[src/rtl/flash_lane_pkg.sv]
package flash_lane_pkg;

  localparam int BYTE_BITS = 8;
  localparam int IO_LINES  = 4;

  typedef enum logic [1:0] {
    PH_CMD   = 2'd0,
    PH_ADDR  = 2'd1,
    PH_DUMMY = 2'd2,
    PH_DATA  = 2'd3
  } phase_t;

  // Value is log2 of the lane count so it doubles as a shift amount.
  typedef enum logic [1:0] {
    LANE_X1 = 2'd0,
    LANE_X2 = 2'd1,
    LANE_X4 = 2'd2
  } laneMode_t;

  typedef struct packed {
    logic      load;     // byte accepted this cycle
    logic      advance;  // end of a high half: shift one group
    logic      finish;   // advance on the final slot
    logic      drive;    // lines are driven for this byte
    logic      capture;  // incoming group is sampled for this byte
    laneMode_t lanes;    // lane width of the byte in progress
  } ctrlStrobes_t;

  function automatic laneMode_t pickLanes(input logic [2:0] code, input phase_t ph);
    laneMode_t mode;
    mode = LANE_X1;
    unique case (ph)
      PH_CMD: mode = LANE_X1;
      PH_ADDR, PH_DUMMY: begin
        if (code == 3'd2)      mode = LANE_X2;
        else if (code == 3'd4) mode = LANE_X4;
        else                   mode = LANE_X1;
      end
      PH_DATA: begin
        case (code)
          3'd1, 3'd2: mode = LANE_X2;
          3'd3, 3'd4: mode = LANE_X4;
          default:    mode = LANE_X1;
        endcase
      end
      default: mode = LANE_X1;
    endcase
    return mode;
  endfunction

endpackage

[src/rtl/flash_lane_ctrl.sv]
module flash_lane_ctrl
  import flash_lane_pkg::*;
#(
  parameter int BITS = BYTE_BITS
) (
  input  logic         clk,
  input  logic         rstN,
  input  logic         start,
  input  logic [1:0]   phase,
  input  logic         readDir,
  input  logic [2:0]   ifType,
  output ctrlStrobes_t strobes,
  output logic         sclk,
  output logic         busy,
  output logic         done,
  output logic         rxValid
);

  localparam int CNT_W = $clog2(BITS);

  logic             busyQ;
  logic             halfQ;
  logic [CNT_W-1:0] slotQ;
  logic [CNT_W-1:0] lastSlot;
  laneMode_t        lanesQ;
  logic             driveQ;
  logic             captureQ;
  logic             doneQ;
  logic             rxValidQ;

  logic      loadNow;
  logic      advanceNow;
  logic      finishNow;
  phase_t    phaseIn;
  laneMode_t lanesIn;
  logic      driveIn;
  logic      captureIn;

  assign phaseIn    = phase_t'(phase);
  assign lanesIn    = pickLanes(ifType, phaseIn);
  assign driveIn    = (phaseIn == PH_CMD) || (phaseIn == PH_ADDR) ||
                      ((phaseIn == PH_DATA) && !readDir);
  assign captureIn  = (phaseIn == PH_DATA) && readDir;

  assign lastSlot   = CNT_W'((BITS >> lanesQ) - 1);
  assign loadNow    = start && !busyQ;
  assign advanceNow = busyQ && halfQ;
  assign finishNow  = advanceNow && (slotQ == lastSlot);

  always_ff @(posedge clk) begin
    if (!rstN) begin
      busyQ    <= 1'b0;
      halfQ    <= 1'b0;
      slotQ    <= '0;
      lanesQ   <= LANE_X1;
      driveQ   <= 1'b0;
      captureQ <= 1'b0;
      doneQ    <= 1'b0;
      rxValidQ <= 1'b0;
    end else begin
      doneQ    <= finishNow;
      rxValidQ <= finishNow && captureQ;
      if (loadNow) begin
        busyQ    <= 1'b1;
        halfQ    <= 1'b0;
        slotQ    <= '0;
        lanesQ   <= lanesIn;
        driveQ   <= driveIn;
        captureQ <= captureIn;
      end else if (busyQ) begin
        halfQ <= !halfQ;
        if (halfQ) begin
          if (finishNow) begin
            busyQ <= 1'b0;
            slotQ <= '0;
          end else begin
            slotQ <= slotQ + 1'b1;
          end
        end
      end
    end
  end

  always_comb begin
    strobes.load    = loadNow;
    strobes.advance = advanceNow;
    strobes.finish  = finishNow;
    strobes.drive   = busyQ && driveQ;
    strobes.capture = busyQ && captureQ;
    strobes.lanes   = lanesQ;
  end

  assign sclk    = busyQ && halfQ;
  assign busy    = busyQ;
  assign done    = doneQ;
  assign rxValid = rxValidQ;

endmodule

[src/rtl/flash_lane_dp.sv]
module flash_lane_dp
  import flash_lane_pkg::*;
#(
  parameter int BITS  = BYTE_BITS,
  parameter int LINES = IO_LINES
) (
  input  logic             clk,
  input  logic             rstN,
  input  ctrlStrobes_t     strobes,
  input  logic [BITS-1:0]  txByte,
  input  logic [LINES-1:0] ioIn,
  output logic [LINES-1:0] ioOut,
  output logic [LINES-1:0] ioOe,
  output logic [BITS-1:0]  rxByte
);

  logic [BITS-1:0]  txShift;
  logic [BITS-1:0]  rxShift;
  logic [BITS-1:0]  rxNext;
  logic [BITS-1:0]  txNext;
  logic [BITS-1:0]  rxHold;
  logic [LINES-1:0] laneMask;
  logic [LINES-1:0] laneGroup;

  // Output group and enable mask for each lane width.
  always_comb begin
    laneGroup = '0;
    laneMask  = '0;
    txNext    = txShift;
    rxNext    = rxShift;
    unique case (strobes.lanes)
      LANE_X2: begin
        laneGroup[1:0] = txShift[BITS-1 -: 2];
        laneMask       = LINES'(2'b11);
        txNext         = {txShift[BITS-3:0], 2'b00};
        rxNext         = {rxShift[BITS-3:0], ioIn[1:0]};
      end
      LANE_X4: begin
        laneGroup[3:0] = txShift[BITS-1 -: 4];
        laneMask       = LINES'(4'b1111);
        txNext         = {txShift[BITS-5:0], 4'b0000};
        rxNext         = {rxShift[BITS-5:0], ioIn[3:0]};
      end
      default: begin
        laneGroup[0] = txShift[BITS-1];
        laneMask     = LINES'(1'b1);
        txNext       = {txShift[BITS-2:0], 1'b0};
        rxNext       = {rxShift[BITS-2:0], ioIn[1]};
      end
    endcase
  end

  genvar lineIdx;
  generate
    for (lineIdx = 0; lineIdx < LINES; lineIdx++) begin : g_line
      assign ioOe[lineIdx]  = strobes.drive && laneMask[lineIdx];
      assign ioOut[lineIdx] = strobes.drive && laneMask[lineIdx] && laneGroup[lineIdx];
    end
  endgenerate

  always_ff @(posedge clk) begin
    if (!rstN) begin
      txShift <= '0;
      rxShift <= '0;
      rxHold  <= '0;
    end else begin
      if (strobes.load) begin
        txShift <= txByte;
        rxShift <= '0;
      end else if (strobes.advance) begin
        txShift <= txNext;
        if (strobes.capture) begin
          rxShift <= rxNext;
          if (strobes.finish) rxHold <= rxNext;
        end
      end
    end
  end

  assign rxByte = rxHold;

endmodule

[src/rtl/flash_lane_shifter.sv]
module flash_lane_shifter
  import flash_lane_pkg::*;
#(
  parameter int BITS  = BYTE_BITS,
  parameter int LINES = IO_LINES
) (
  input  logic             clk,
  input  logic             rstN,
  input  logic             start,
  input  logic [1:0]       phase,
  input  logic             readDir,
  input  logic [2:0]       ifType,
  input  logic [BITS-1:0]  txByte,
  input  logic [LINES-1:0] ioIn,
  output logic             sclk,
  output logic [LINES-1:0] ioOut,
  output logic [LINES-1:0] ioOe,
  output logic             done,
  output logic [BITS-1:0]  rxByte,
  output logic             rxValid
);

  ctrlStrobes_t strobes;
  logic         busy;

  flash_lane_ctrl #(.BITS(BITS)) u_ctrl (
    .clk     (clk),
    .rstN    (rstN),
    .start   (start),
    .phase   (phase),
    .readDir (readDir),
    .ifType  (ifType),
    .strobes (strobes),
    .sclk    (sclk),
    .busy    (busy),
    .done    (done),
    .rxValid (rxValid)
  );

  flash_lane_dp #(.BITS(BITS), .LINES(LINES)) u_dp (
    .clk     (clk),
    .rstN    (rstN),
    .strobes (strobes),
    .txByte  (txByte),
    .ioIn    (ioIn),
    .ioOut   (ioOut),
    .ioOe    (ioOe),
    .rxByte  (rxByte)
  );

endmodule

[config.mk]
export PLATFORM = sky130hd
export DESIGN_NAME = flash_lane_shifter
export DESIGN_NICKNAME = d
export VERILOG_FILES = /design/src/rtl/flash_lane_pkg.sv /design/src/rtl/flash_lane_ctrl.sv /design/src/rtl/flash_lane_dp.sv /design/src/rtl/flash_lane_shifter.sv
export SDC_FILE = /design/constraint.sdc
export NUM_CORES = 1
export LEC_CHECK = 0
export BUFFER_PORTS_ARGS = -buffer_cell sky130_fd_sc_hd__buf_2
export CAP_MARGIN = 20
export CORE_UTILIZATION = 50
export CTS_BUF_LIST = sky130_fd_sc_hd__clkbuf_2 sky130_fd_sc_hd__clkbuf_4 sky130_fd_sc_hd__clkbuf_8
export CTS_CLUSTER_DIAMETER = 120
export DETAILED_ROUTE_END_ITERATION = 8
export PLACE_DENSITY = 0.73
export SLEW_MARGIN = 30
export SYNTH_ARGS = -nofsm -noshare
export SYNTH_HDL_FRONTEND = slang
export SYNTH_SLANG_ARGS = --single-unit
[constraint.sdc]
create_clock -name clk -period 3 [get_ports clk]
set_input_delay 0.45 -clock clk [delete_from_list [all_inputs] [get_ports clk]]
set_output_delay 0.45 -clock clk [all_outputs]
set_load 0.05 [all_outputs]
# After elaboration in Yosys (flattened, before gate mapping)
# Index checks and enable logic that the tools add are counted.
# totals
output_inout_bits	19
ramBits	0
reg_bits	34
latch_bits	0
elab_cells	73
mem_bits_ro	0
n_memories	0
# classes
bitwise	2
shifts	1
n_eq_ne	10
magnitude_cmp	0
n_mul	0
reduce_logical	30
muxes	17
div	0
addsub	2
# ops
cell	count
one-hot mux 8 bit (2 select lines)	2
logical AND 1 bit	16
two-way mux 8 bit	2
one-hot mux 4 bit (2 select lines)	1
OR reduction 2 bit	4
== test 2 bit, second input constant	3
== test 3 x 2 -> 1 bit, second input constant	2
two-way mux 2 bit	3
one-hot mux 2 bit (3 select lines)	1
== test 2 x 1 -> 1 bit, second input constant	2
two-way mux 1 bit	4
one-hot mux 1 bit (2 select lines)	2
one-hot mux 2 bit (2 select lines)	1
AND reduction 2 bit	2
AND reduction 4 bit	1
>> shifter 4 x 2 -> 3 bit, first input constant	1
adder 3 x 1 -> 3 bit, second input constant	1
== test 3 x 1 -> 1 bit, second input constant	1
== test 3 bit	1
== test 3 bit, second input constant	1
logical NOT 1 bit	3
two-way mux 3 bit	1
subtractor 3 x 2 -> 3 bit, second input constant	1
logical NOT 2 bit	1
other kinds (3)	5

# Longest topological paths before layout
# Gate-level depths: netlist (run 1).
# logic_depth
ltp_word	8
mapped_depth	8
ltp_nobuf	6

# By module
# Synthesis (run 1) repeated with hierarchy kept, for this count alone.
# hier_totals
hier_cells	232
area_unflattened_um2	1970.6
# by_module_without_submodules
mod	seq_area_each_um2	cells_per_inst	area_per_inst_um2	n_inst
flash_lane_dp	460.4	159	1317.5	1
flash_lane_ctrl	220.2	73	653.1	1

# Least setup slack after synthesis (run 1)
# No wires, ideal clock.
# synth_path
kind	reg-to-output
startpoint	register u_ctrl.lanesQ[0]
endpoint	output port ioOut[1]
setup_slack_ns	0.246
stages_incl_launch_ff	6
t_required_ns	2.550
arrival_time_ns	2.304
path_buffers	1
cell_sequence	dfxtp_1 -> inv_1 -> ha_1 -> clkbuf_1 -> and3_1 -> nor2b_1
# synth_between
elab_chain_len	4
word_cells_on_any_way	6
cone_classes	eq/ne: 2; mux: 2; reduce/logical: 2
# synth_rtl
item	line	rtl
from (decl)	flash_lane_ctrl.sv:25	laneMode_t lanesQ;
from (signal assigned)	flash_lane_ctrl.sv:67	lanesQ <= lanesIn;
== test 2 bit or == test 2 x 1 -> 1 bit (tied branches)	flash_lane_dp.sv:31	unique case (strobes.lanes)
one-hot mux 4 bit (2 select lines) (*)	flash_lane_dp.sv:31	
logical AND 1 bit (*)	n/a	
via ioOe[1]	flash_lane_shifter.sv:17	output logic [LINES-1:0] ioOe,
logical AND 1 bit (*)	flash_lane_dp.sv:57	assign ioOut[lineIdx] = strobes.drive && laneMask[lineIdx] && laneGroup[lineIdx];
to (decl)	flash_lane_shifter.sv:16	output logic [LINES-1:0] ioOut,
# Mark *: on every way through the listed nets, which the timed path passes. The rest lies on a longest branch.

# Final worst setup path (run 1)
# layout_path
startpoint	register u_ctrl.lanesQ[0]
endpoint	output port ioOut[2]
# layout_between
elab_chain_len	4
word_cells_on_any_way	6
cone_classes	eq/ne: 2; mux: 2; reduce/logical: 2
# layout_rtl
item	line
== test 2 bit or == test 2 x 1 -> 1 bit (tied branches)	flash_lane_dp.sv:31
one-hot mux 4 bit (2 select lines)	flash_lane_dp.sv:31
logical AND 1 bit	flash_lane_dp.sv:57
logical AND 1 bit (*)	flash_lane_dp.sv:57
# Every way passes the cells marked *; elsewhere a longest branch is shown, timed or not.

==> summary.md, run 1 <==
| Metric | Value |
|---|---|
| Outcome | finished, final reports clean |
| YS warnings | 0 |
| Mapped Cells | 236 |
| Post-synthesis cell area | between 1500 and 2000 um^2 |
| First-pass GRT wire length | 7286 um |
| Max cap viols | 0 |
| TritonCTS clock tree | yes |
| VDD IR max | 0.5541 mV |
| CP Launch Type | flop |
| Initial antenna violation count | 0 |
| Tmin final | about 2.4 ns |
| NetSw | about 250 uW |
| Drt initial violations | 78 |
| WL/cell | between 10 and 15 um |
| Pre-CTS setup slack | about 0.83 ns |
| Avg Cell Area, Syn | 8.037 um^2 |
| Number of global-route vias before repair | ~1600 |
| Hold Fails Final Rpt | 0 |
| # placed instances | approximately 300 |
| Largest family of logic cells by synthesized area | simple AND/OR/NAND/NOR gates |
| Resized Gates After CTS | 0 |
| Setup ws final | approximately 0.65 ns |
| Crit path largest cell delay | 0.53 ns |
| N_diodes | 0 |
| Initial Utilization | 51.81% |
| Die Span Y | about 64 um |
| Top cell family by delay on the critical path | adder cells |
| CTS clock-pin slew for the worst setup and hold paths | about 0.070 ns |
| CTS Buf Count | 5 |
| Sw Ratio | a little under a quarter |
| Std-Cell Rows | 22 |
| Slew @ Worst Pin | approximately 0.59 ns |
| Worst-path cell chain | inv_1 > ha_1 > and3_1 > and2_1 > buf_2 |
| CP Capture Type | output port |
| RSZ-0062 raised after global routing | false |
| Critical path class | flop to output port |
| Final setup TNS | 0 ns |
| Final Wtd Congestion | between 0.7 and 0.8 |
| Seq/Total Area, Yosys | 35.88% |
| Critical path buffer and inverter count | 2 |
| Post-DP HPWL | 2781 um |
| Nets | ~300 |
| Post-synth EDFFs | 0 |
| Ys async rst share | 0% |
| Post-synthesis adder-cell area fraction | under 10% |
| Most frequent cells in the layout | nand2_1 (40), buf_2 (39), dfxtp_1 (34) |
| Combinational fraction of design power | ~8.8% |
| Mux share of post-synthesis cell area | under 10% |
| Cell internal pwr | between 800 and 900 uW |
| Synth Area in XOR/XNOR | 1.319% |
| Pre-Repair DR Iteration Count | 4 |
| Largest net degree at the start of global routing | 35 |
| Design Power | ~1.1 mW |
| DRT antenna net count | 0 |
| CTS sink count | 34 |
| Area delta synth->final | 16.36% |
| Sequential power share | 43.9% |
| Via/cell ratio | 5.525 |
| Design area | between 2000 and 2500 um^2 |
| PortBufs | 39 |
| Total grt overflow | 0 |
| Cts hold-fix bufs | 0 |
| Final-report max-slew violation count | 0 |
| CP required | 2.55 ns |
| Critical-path maximum fanout | 15 |
| Simple-gate portion of the synthesized area | approximately a quarter |
| Power Density | 491.6 nW/um^2 |
| Tcrit/Tclk final | between 70% and 80% |
| Post-synthesis compound-gate area fraction | 19.99% |
| Core Area | ~3700 um^2 |
| Gr usage total | 23.11% |
| Crit path DAT | between 1.5 and 2 ns |
| Area leader, netlist | dfxtp_1 |
| Share of post-route cells with drive strength above 1 | 19.55% |
| Worst Clk Skew | 0.01120 ns |
| Relative slew slack | between 60% and 70% |
| Placed standard-cell area | ~2100 um^2 |
| # IOs | 40 |
| Drt total wl | 4012 um |
| Leak Pwr | 0.9492 nW |
| H-tree depth | 2 |
| Die ar. | just over 4000 um^2 |
| CP max stage cell | ha_1 |
| Latest clock arrival within the worst-skew pair | 0.30 ns |
| Chip width | between 60 and 70 um |
| Number of fill cells | roughly 350 |
| Netlist cell types | 40 |
| Class of the worst hold path | input port to flop |
| DRC errors left | 0 |
| Post-Layout Cell Count | approximately 310 |
| Post-CTS setup buffer count | 0 |
| # setup viols final | 0 |
| Reg2Reg Setup Slack | between 0.8 and 0.9 ns |
| Clock buffer depth | 2 |
| FMAX | approximately 420 MHz |
| Clock Power Share | a little under half |
| Synth Net Count | ~270 |
| Via count | about 1700 |
| #FFs+latches synth | 34 |
| Root Buffer | clkbuf_8 |
| Synth top area share | 35.88% |
| Post-synth top flop | dfxtp_1 |
| Synth top area cells | dfxtp_1 (36%), nand2_1 (7.9%), mux2i_1 (5.8%) |
| Most common cell after layout, fill and taps aside | nand2_1 |
==> path summary, 6_finish.rpt <==
kind | startpoint | depth (start not counted) | end
min | txByte[2] | 3 | u_dp.txShift[2]
min reg2reg | u_dp.rxByte[4] | 2 | u_dp.rxByte[4]
max reg2reg | u_ctrl.lanesQ[0] | 6 | u_dp.rxByte[7]
max | u_ctrl.lanesQ[0] | 5 | ioOut[2]
==> metal layers <==
metal  share of wire, %  vias to the layer above  GRT usage, %
li1                   -                      875             -
met1                 46                      798         29.48
met2                 46                       50         35.77
met3                5.6                       12         5.072
met4                2.6                        0         12.78
met5                  0                        -             0
==> tightest hold or removal path: stages <==
cell and delay [ns]:
buf_2 0.08, a221oi_1 0.06, nor2b_1 0.10
==> synthesized netlist by cell type (all sizes together) (4+ instances only) <==
cell	number
mux2i	11
a22oi	12
ha	8
and3	4
a221oi	5
a21oi	17
nor2b	13
clkbuf	13
o22ai	4
nor2	17
dfxtp	34
and2	4
nand2	41
nand3	4
inv	7
a211oi	4
buf	6
==> through the flow <==
| step | utilization (%) | hold slack [ns] |
|---|---|---|
| after floorplan | - | 0.4365 |
| after detailed placement | 56.53 | 0.4485 |
| after CTS | 60.29 | 0.4290 |
| final | 60.29 | 0.4303 |
| after global placement | 56.53 | 0.4420 |
| after global routing | 60.29 | 0.4525 |
==> layout make-up <==
type	instances	area (um^2)	area share [%]
timing repair buffer	41	210.2	9.524
clock inverter	3	68.82	3.118
sequential	34	680.7	30.84
tap	48	60.06	2.721
clock buffer	5	68.82	3.118
inverter	8	30.03	1.361
multi-input combinational	175	1089	49.32
==> sequential cells by signal, indices dropped and copies added, names as in the netlist <==
register,flops
u_dp.rxShift,7
u_ctrl.lanesQ,2
u_dp.rxByte,8
u_ctrl.halfQ,1
u_ctrl.rxValid,1
u_ctrl.done,1
u_ctrl.busy,1
u_ctrl.driveQ,1
u_dp.txShift,8
u_ctrl.slotQ,3
u_ctrl.captureQ,1
==> kinds of logic after synthesis <==
family                     count (synthesis)
and+or+nand+nor                           98
AOI/OAI and AO/OA                         56
DFF                                       34
buffers and inverters                     27
muxes                                     11
adders and majority gates                  8
xor gates and xnor gates                   2
==> power groups by stage <==
stage               logic [mW]  registers, mW  clock network, mW
global route             0.109          0.478              0.536
finish                  0.0952          0.477              0.513
CTS                     0.0952          0.476              0.523
detailed placement      0.0949          0.486                  0
floorplan               0.0716          0.480                  0
global placement        0.0936          0.486                  0
Power figures use the tool's default switching activity.
==> run 2: changes to the inputs <==
- ABC_AREA: default -> 1
- PLACE_DENSITY: 0.73 -> 0.76
- clock period: 3 -> 1.89 ns (I/O delays scaled with it)
==> summary.md, run 2 <==
| Metric | Value |
|---|---|
| Multi-input logic area | 999.7 um^2 (-8.2%) |
| Avg Cell Area, Syn | 6.566 um^2 (-18%) |
| Class of the worst hold path | input port to flop |
| Synth top area share | 36.12% (+0.24 points) |
| Post-synthesis adder-cell area fraction | 5.312% (+0.035 points) |
| CP Launch Type | flop |
| CP Capture Type | output port |
| Slew @ Worst Pin | 0.4641 ns (-0.1224 ns) |
| Ys async rst share | 0% (unchanged) |
| Tcrit/Tclk final | around 97% |
| Final Wtd Congestion | 0.8913 (+14%) |
| CTS Buf Count | 5 (unchanged) |
| Die Span Y | 63.39 um (-0.31%) |
| Number of fill cells | 333 (-5.1%) |
| Reg2Reg Setup Slack | 0.24 ns (-0.61 ns) |
| Mapped Cells | 287 (+22%) |
| NetSw | 391.8 uW (+56%) |
| Synth top area cells | dfxtp_1 (36%), nand2_1 (13%), inv_1 (9.6%) |
| Most frequent cell after synthesis | nand2_1 |
| Initial antenna violation count | 0 (unchanged) |
| TritonCTS clock tree | yes |
| Nets | 357 (+21%) |
| Via/cell ratio | 5.141 (-7.0%) |
| Seq/Total Area, Yosys | 36.12% (+0.24 points) |
| Synth Area in XOR/XNOR | 0% (-1.3 points) |
| Worst-path cell chain | inv_1 > ha_4 > nand2_1 > o22ai_1 > a32oi_1 > inv_2 > buf_6 |
| Simple-gate portion of the synthesized area | 29.61% (+4.6 points) |
| Critical-path maximum fanout | 7 (-8) |
| # setup viols final | 0 (unchanged) |
| Latest clock arrival within the worst-skew pair | 0.28 ns (-0.02 ns) |
| Clock buffer depth | 2 (unchanged) |
| PortBufs | 39 (unchanged) |
| Pre-Repair DR Iteration Count | 4 (unchanged) |
| VDD IR max | 0.4371 mV (-21%) |
| Relative slew slack | 69.03% (+8.1 points) |
| Clock Power Share | 37.9% (-9.4 points) |
| Area leader, netlist | dfxtp_1 |
| Hold Fails Final Rpt | 0 (unchanged) |
| Number of global-route vias before repair | 1779 (+12%) |
| Post-synthesis cell area | 1884 um^2 (-0.66%) |
| Leak Pwr | 1.131 nW (+19%) |
| Max cap viols | 0 (unchanged) |
| Worst Clk Skew | 0.004540 ns (-0.006660 ns) |
| WL/cell | 11.93 um (-6.6%) |
| Power Density | 657.7 nW/um^2 (+34%) |
| Largest net degree at the start of global routing | 18 (-49%) |
| First-pass GRT wire length | 7728 um (+6.1%) |
| Sw Ratio | 26.13% (+3.0 points) |
| CP required | 1.61 ns (-0.94 ns) |
| H-tree depth | 2 (unchanged) |
| Post-DP HPWL | 3328 um (+20%) |
| Total grt overflow | 0 (unchanged) |
| FF+latch area | 683.2 um^2 (+0.37%) |
| YS warnings | 0 (unchanged) |
| Root Buffer | clkbuf_8 |
| Post-synth EDFFs | 0 (unchanged) |
| Gr usage total | 24.68% (+1.6 points) |
| Area delta synth->final | 20.98% |
| Commonest cells in the synthesized netlist | nand2_1 (67), inv_1 (48), nor2_1 (44) |
| Largest family of logic cells by synthesized area | simple AND/OR/NAND/NOR gates |
| Die ar. | 4018 um^2 (-0.63%) |
| Combinational fraction of design power | 12.0% (+3.2 points) |
| Crit path largest cell delay | 0.35 ns (-0.18 ns) |
| Post-synth top flop | dfxtp_1 |
| Most common cell after layout, fill and taps aside | nand2_1 |
| Most frequent cells in the layout | nand2_1 (67), inv_1 (44), nor2_1 (40) |
| CTS clock-pin slew for the worst setup and hold paths | 0.07 ns (about the same) |
| CTS sink count | 34 (unchanged) |
| Chip width | 63.39 um (-0.31%) |
| FMAX | roughly 540 MHz |
| Sequential power share | 50.1% (+6.2 points) |
| Drt total wl | 4474 um (+12%) |
| Via count | 1928 (+11%) |
| Initial Utilization | 54.33% (+2.5 points) |
| Hold slack | 0.2577 ns (-0.1726 ns) |
| Outcome | finished, final reports clean |
| Design Power | 1.499 mW (+38%) |
| Cell internal pwr | 1.108 mW (+33%) |
| Final-report max-slew violation count | 0 (unchanged) |
| # IOs | 40 (unchanged) |
| RSZ-0062 raised after global routing | true |
| Mux share of post-synthesis cell area | 0% (-5.8 points) |
| Share of post-route cells with drive strength above 1 | 21.88% (+2.3 points) |
| Crit path DAT | 1.56 ns (-0.34 ns) |
| DRT antenna net count | 0 (unchanged) |
| Netlist cell types | 26 (-35%) |
| N_diodes | 0 (unchanged) |
| Synth Net Count | 316 (+19%) |
| CP max stage cell | dfxtp_2 |
| Critical path class | flop to output port |
| Drt initial violations | 128 (+64%) |
| Tmin final | between 1.5 and 2 ns |
| Std-Cell Rows | 21 (-4.5%) |
| #FFs+latches synth | 34 (unchanged) |
| Post-synthesis compound-gate area fraction | 15.94% (-4.1 points) |
| Cts hold-fix bufs | 0 (unchanged) |
| Core Area | 3468 um^2 (-5.3%) |
| DRC errors left | 0 (unchanged) |
run 2: worst paths after layout:
| kind | startpoint | to | depth (start not counted) |
|---|---|---|---|
| worst min register to register | u_dp.rxShift[6] | u_dp.rxShift[6] | 2 |
| worst max-delay path | u_ctrl.lanesQ[1] | ioOut[0] | 7 |
| worst max register to register | u_ctrl.lanesQ[0] | u_dp.rxByte[6] | 8 |
| worst min-delay path | txByte[0] | u_dp.txShift[0] | 3 |
run 2: metal layers:
layer	GRT usage, %	part of all wire [%]
met1	32.37	47
met2	38.70	45
met3	6.159	5.7
met4	9.091	1.6
met5	0	0
run 2: kinds of logic (layout without fill, tap and decap cells):
kind of cell / count (synthesis) / after routing
DFF: 34 / 34
buffers and inverters: 60 / 102
AOI/OAI and AO/OA: 51 / 51
and+or+nand+nor: 134 / 134
adders and majority gates: 8 / 8
run 2: stage by stage:
step	instances	instance area (um^2)	util [%]	worst slack (ns)	setup TNS (ns)
4_1_cts	375	2255	65.01	0.02268	0
3_5_place_dp	367	2141	61.72	0.1225	0
5_1_grt	375	2280	65.73	-0.01268	-0.01268
3_3_place_gp	367	2141	61.72	0.1963	0
2_1_floorplan	287	1908	-	-0.01969	-0.03938
6_report	375	2280	65.73	0.04926	0
run 2: worst max-delay path: cells and delay by family (launching register included):
family          cells  cell delay, ns
flops               1            0.35
fa+ha+maj           1            0.32
buf+inv             3            0.31
compound gates      2            0.21
simple gates        1            0.09
run 2: layout make-up:
type,instances,share of cell area (%)
clock inverter,1,0.2195
timing repair buffer,44,10.98
tap,46,2.525
multi-input combinational,193,43.85
sequential,34,29.97
clock buffer,7,3.952
inverter,50,8.507
run 2: what timing repair did:
item                       CTS  global route
buffers inserted             0             0
cloned                       0             0
gates resized for setup      5            10
hold endpoints to repair     0             0
pin swaps                    1             0
setup endpoints to repair    3             4
run 2: power by group through the flow:
| stage | Sequential, mW | Combinational, mW | Clock [mW] |
|---|---|---|---|
| after floorplan | 0.764 | 0.118 | 0 |
| after global placement | 0.766 | 0.173 | 0 |
| after detailed placement | 0.767 | 0.174 | 0 |
| after CTS | 0.751 | 0.177 | 0.576 |
| after global routing | 0.754 | 0.206 | 0.613 |
| final | 0.751 | 0.180 | 0.568 |
